--- config.mk ---
export PLATFORM = sky130hd
export DESIGN_NAME = phase_lock_monitor
export DESIGN_NICKNAME = d
export VERILOG_FILES = /design/src/rtl/phase_lock_monitor.sv
export SDC_FILE = /design/constraint.sdc
export NUM_CORES = 1
export LEC_CHECK = 0
export ABC_AREA = 1
export BUFFER_PORTS_ARGS = -buffer_cell sky130_fd_sc_hd__buf_4
export CELL_PAD_IN_SITES_DETAIL_PLACEMENT = 0
export CELL_PAD_IN_SITES_GLOBAL_PLACEMENT = 1
export CORE_UTILIZATION = 25
export CTS_BUF_LIST = sky130_fd_sc_hd__clkbuf_16
export DETAILED_ROUTE_END_ITERATION = 6
export PLACE_DENSITY_LB_ADDON = 0.08
export SETUP_SLACK_MARGIN = 0.1
export SLEW_MARGIN = 25
export SYNTH_ARGS = -nofsm -noshare
export SYNTH_HDL_FRONTEND = slang
export SYNTH_SLANG_ARGS = --single-unit
--- constraint.sdc ---
create_clock -name clk -period 2.45 [get_ports clk]
set_input_delay 0.3675 -clock clk [delete_from_list [all_inputs] [get_ports clk]]
set_output_delay 0.3675 -clock clk [all_outputs]
set_load 0.005 [all_outputs]
--- src/rtl/phase_lock_monitor.sv ---
module phase_lock_monitor #(
  parameter int TW = 8,
  parameter int CW = 12
) (
  input  logic          clk,
  input  logic          rst_n,
  input  logic          ref_in,
  input  logic          fb_in,
  input  logic [TW-1:0] thresh_m,
  output logic          locked,
  output logic          fb_leads,
  output logic          cycle_sync
);

  logic [2:0]    ref_s, fb_s;
  logic          waiting, fb_first, armed, pending, per_ok;
  logic [CW-1:0] cnt, per_cnt, per_len;

  wire ref_rise = ref_s[1] & ~ref_s[2];
  wire fb_rise  = fb_s[1] & ~fb_s[2];

  wire [CW-1:0] half = per_len >> 1;
  wire other  = fb_first ? ref_rise : fb_rise;
  wire both   = !waiting && ref_rise && fb_rise;
  wire closed = waiting && other;
  wire tmo    = waiting && !other && (half != '0) && (cnt >= half);
  wire judge  = closed || tmo || both;
  wire [CW-1:0] err = both ? '0 : cnt;
  wire over   = tmo || (err > CW'(thresh_m));
  wire trig   = judge && over && armed;
  wire fire   = ref_rise && !cycle_sync && (pending || trig);

  always_ff @(posedge clk) begin
    if (!rst_n) begin
      ref_s <= '0;
      fb_s  <= '0;
    end else begin
      ref_s <= {ref_s[1:0], ref_in};
      fb_s  <= {fb_s[1:0], fb_in};
    end
  end

  always_ff @(posedge clk) begin
    if (!rst_n) begin
      waiting  <= 1'b0;
      fb_first <= 1'b0;
      cnt      <= '0;
    end else if (!waiting) begin
      if ((ref_rise || fb_rise) && !both) begin
        waiting  <= 1'b1;
        fb_first <= fb_rise;
        cnt      <= CW'(1);
      end
    end else if (judge) begin
      waiting <= 1'b0;
    end else if (cnt != '1) begin
      cnt <= cnt + 1'b1;
    end
  end

  always_ff @(posedge clk) begin
    if (!rst_n) begin
      per_cnt <= '0;
      per_len <= '0;
      per_ok  <= 1'b0;
    end else if (ref_rise) begin
      per_cnt <= CW'(1);
      per_ok  <= 1'b1;
      if (per_ok) per_len <= per_cnt;
    end else if (per_cnt != '1) begin
      per_cnt <= per_cnt + 1'b1;
    end
  end

  always_ff @(posedge clk) begin
    if (!rst_n) begin
      locked     <= 1'b0;
      fb_leads   <= 1'b0;
      armed      <= 1'b1;
      pending    <= 1'b0;
      cycle_sync <= 1'b0;
    end else begin
      if (judge) begin
        locked   <= !over;
        fb_leads <= both ? 1'b0 : fb_first;
      end
      if (judge && !over) armed <= 1'b1;
      else if (trig)      armed <= 1'b0;
      if (fire)           pending <= 1'b0;
      else if (trig)      pending <= 1'b1;
      if (ref_rise)       cycle_sync <= fire;
    end
  end

  assert_lock_within_R2: assert property (@(posedge clk) disable iff (!rst_n)
    (judge && !over) |=> locked);
  assert_unlock_over_R6: assert property (@(posedge clk) disable iff (!rst_n)
    (judge && over) |=> !locked);
  assert_sync_starts_on_ref_R7: assert property (@(posedge clk) disable iff (!rst_n)
    $rose(cycle_sync) |-> $past(ref_rise));
  assert_sync_holds_R7: assert property (@(posedge clk) disable iff (!rst_n)
    (cycle_sync && !ref_rise) |=> cycle_sync);
  assert_sync_ends_R7: assert property (@(posedge clk) disable iff (!rst_n)
    (cycle_sync && ref_rise) |=> !cycle_sync);
  assert_timeout_unlocks_R9: assert property (@(posedge clk) disable iff (!rst_n)
    tmo |=> !locked);

endmodule

==> impl_metrics.csv <==
group,metric,value,unit
status,outcome,"completed",
timing,fmaxAchievable,485,MHz
pwr,worst_ir_drop_vdd,0.000309,V
clock_network,tritoncts,"yes",
timing,slew_headroom,58.5,%
logic_synthesis,syn-instance-count,414,
die,dieHeight,107,um
critical_path,worst_setup_path_end_kind,"flip-flop",
logic_synthesis,synth_enable_flop_cells,0,
clock_network,cts_buffers,5,
logic_synthesis,asyncSetResetFlopFracSynth,0,%
logic_synthesis,ys_warn_count,0,
routing,detail_route.drc_violations,0,
layout,ff_latch_area,981,um^2
timing,worst_pin_slew,0.620,ns
clock_network,clk_pin_slew,0.07,ns
job,max-cap-violations,0,
global_routing,grt_max_degree,23,
die,core-area,10800,um^2
pwr,power.density_cell_area,515,nW/um^2
logic_synthesis,postSynthNetCount,447,
clock_network,h_tree_lvls,2,
logic_synthesis,synth_cell_types,25,
timing,report.final.setup_viol,0,
clock_network,number_of_buffers_inserted_for_hold_repair_after_clock_tree_synthesis,0,
global_routing,first_global_vias,2464,
die,core.rowCount,38,
layout,diodes,0,
critical_path,arrival_worst_endpoint,2.25,ns
critical_path,critical_path_required,2.64,ns
logic_synthesis,syn_area,2780,um^2
die,die_width,107,um
logic_synthesis,synth.ff_latch_count,49,
timing,period_minus_slack,2.06,ns
routing,firstDrtPassIters,4,
global_routing,global_route.usage.total,12.9,%
layout,fraction_of_layout_cells_with_a_size_suffix_above_1,10.9,%
clock_network,cts.root.buffer_cell,"clkbuf_16",
logic_synthesis,main_combinational_cell_family_by_area_after_synthesis,"simple AND/OR/NAND/NOR gates",
worst_hold_path,holdCritPathClass,"in2reg",
logic_synthesis,post_synth_and_or_nand_nor_area_fraction,28.7,%
layout,finalCoreUtilization,30.2,%
layout,final.fill_count,1239,
die,ios,15,
logic_synthesis,synth_area_in_compound_gates,11.7,%
logic_synthesis,yosys.area_share.xor_xnor,3.78,%
routing,detailedRoute.firstIterationViolations,66,
routing,avgViaCountPerCell,4.21,
timing,finalSetupTns,0,ns
logic_synthesis,share_of_synthesized_area_occupied_by_flip_flops_and_latches,35.3,%
routing,post_detailed_route_wirelength_per_cell,11.5,um
logic_synthesis,syn_area_per_cell,6.71,um^2
logic_synthesis,main_synth_ff_type,"dfxtp_1",
logic_synthesis,synth_fa_ha_area_share,9.46,%
timing,unrepaired_setup_endpoints_after_global_routing,"yes",
layout,design.final.nets,473,
placed_design,routabilityCongestion,0.738,
clock_network,clock_insertion_delay_worst_skew,0.29,ns
logic_synthesis,synth.area.mux_share,0,%
routing,num_vias,2446,
critical_path,critical_path.max_fanout,7,
die,die_area,11500,um^2
pwr,p_leak,1.48,nW
placed_design,buffer_ports.inserted,14,
global_routing,globalRoute.totalOverflow,0,
timing,final_number_of_hold_violating_endpoints,0,
global_routing,wire_length_of_the_first_global_routing_pass,11600,um
timing,final_max_slew_viol_count,0,
clock_network,cts_max_path_buffers,2,
timing,fin_skew,0.00946,ns
layout,combined_area_of_the_multi_input_logic_cells,1500,um^2
die,initial_core_utilization,25.6,%
critical_path,crit_type,"reg2reg",
timing,timing.final.crit_share,84.1,%
placed_design,post-dp-hpwl,5210,um
routing,totalWireLength,6690,um
critical_path,worstSetupStartpointType,"flip-flop",
routing,ant_nets,0,
layout,area_growth_syn_to_layout,17.9,%
global_routing,initial_antenna_violation_count,0,
clock_network,cts.sinks,49,
-- flip-flops by register name, indices dropped and copies added (netlist names), 3 cells and up --
signal	count
per_len	11
fb_s	3
per_cnt	12
cnt	12
ref_s	3
-- cells in the final DEF (no fill, tap or decap), types with 5 or more instances in the layout --
| cell type | count |
|---|---|
| dfxtp_1 | 49 |
| a21oi_1 | 38 |
| nor2_1 | 51 |
| nand3_1 | 29 |
| o21ai_0 | 22 |
| ha_1 | 21 |
| xor2_1 | 9 |
| buf_4 | 28 |
| nand2_1 | 90 |
| clkbuf_16 | 5 |
| inv_1 | 67 |
-- logic make-up after synthesis --
group           after synthesis
simple gates                190
buf+inv                      78
compound gates               64
flops                        49
fa+ha+maj                    21
xor+xnor                     12
-- per-layer routing --
layer  up-vias  part of all wire [%]  track usage, %
met4         0                  0.75            2.94
met3         4                   1.7            2.54
met1      1073                    52            16.2
met5         -                     0               0
li1       1359                     -               -
met2        10                    46            22.4
-- timing repair --
action	CTS	global route
resized for setup	0	5
setup endpoints to repair	0	5
buffers inserted	0	1
-- layout make-up --
cell class	count	share of cell area, %
Clock buffer	5	3.82
Clock inverter	3	0.649
Timing Repair Buffer	28	6.42
Inverter	69	7.91
Sequential cell	49	29.9
Multi-Input combinational cell	287	45.9
Tap cell	140	5.35
-- synth_stat cells (2+ instances only) --
cell       n  area [um^2]
xnor2_1    3         26.3
a21oi_1   38          190
xor2_1     9         78.8
or2_2      3         18.8
ha_1      21          263
dfxtp_1   49          981
nand4_1    3         18.8
o21ai_1    2         10.0
nor3_1     3         15.0
clkbuf_1   6         22.5
nand3_1   29          145
nor2_1    53          199
nand2_2    5         31.3
o21ai_0   22          110
inv_1     68          255
buf_6      2         22.5
nand2_1   90          338
-- path summary, 6_finish.rpt --
kind	from	endpoint	slack, ns	cells after the start
worst min-delay path	ref_in	ref_s[0]	0.26	3
worst max-delay path	ref_s[1]	cycle_sync	0.39	17
worst max register to register	ref_s[1]	cycle_sync	0.39	17
worst min register to register	fb_s[1]	fb_s[2]	0.43	2
-- metrics by stage --
step	hold slack, ns	cells	total power (W)	setup slack [ns]	instance area, um^2
after global routing	0.257	581	0.00178	0.0994	3280
after floorplan	0.390	414	0.000954	0.466	2780
final	0.255	581	0.00169	0.389	3280
after CTS	0.244	580	0.00172	0.185	3250
after detailed placement	0.415	572	0.00101	0.185	3110
after global placement	0.412	572	0.00101	0.286	3110
-- power breakdown --
group	internal (W)	total, W	switching, W	leakage, nW
clock	0.000381	0.000696	0.000315	0.0718
sequential	0.000814	0.000830	0.0000160	0.397
combinational	0.0000621	0.000160	0.0000976	1.01
total	0.00126	0.00169	0.000429	1.48
-- worst max-delay path, cell delays in order (launching register included) --
cell     delay [ns]
dfxtp_1        0.34
nand2_2        0.11
nor2_4         0.13
nand2_1        0.08
inv_2          0.11
nor2_1         0.05
ha_1           0.28
nand2_1        0.08
nor2_2         0.14
nand3_1        0.07
nor2_1         0.09
nand2_1        0.05
nand2_1        0.06
nand2_1        0.09
nand3_1        0.12
nand2_1        0.06
nand2_1        0.05
nand2_1        0.04
No activity file was read; power rests on OpenSTA's default activity.
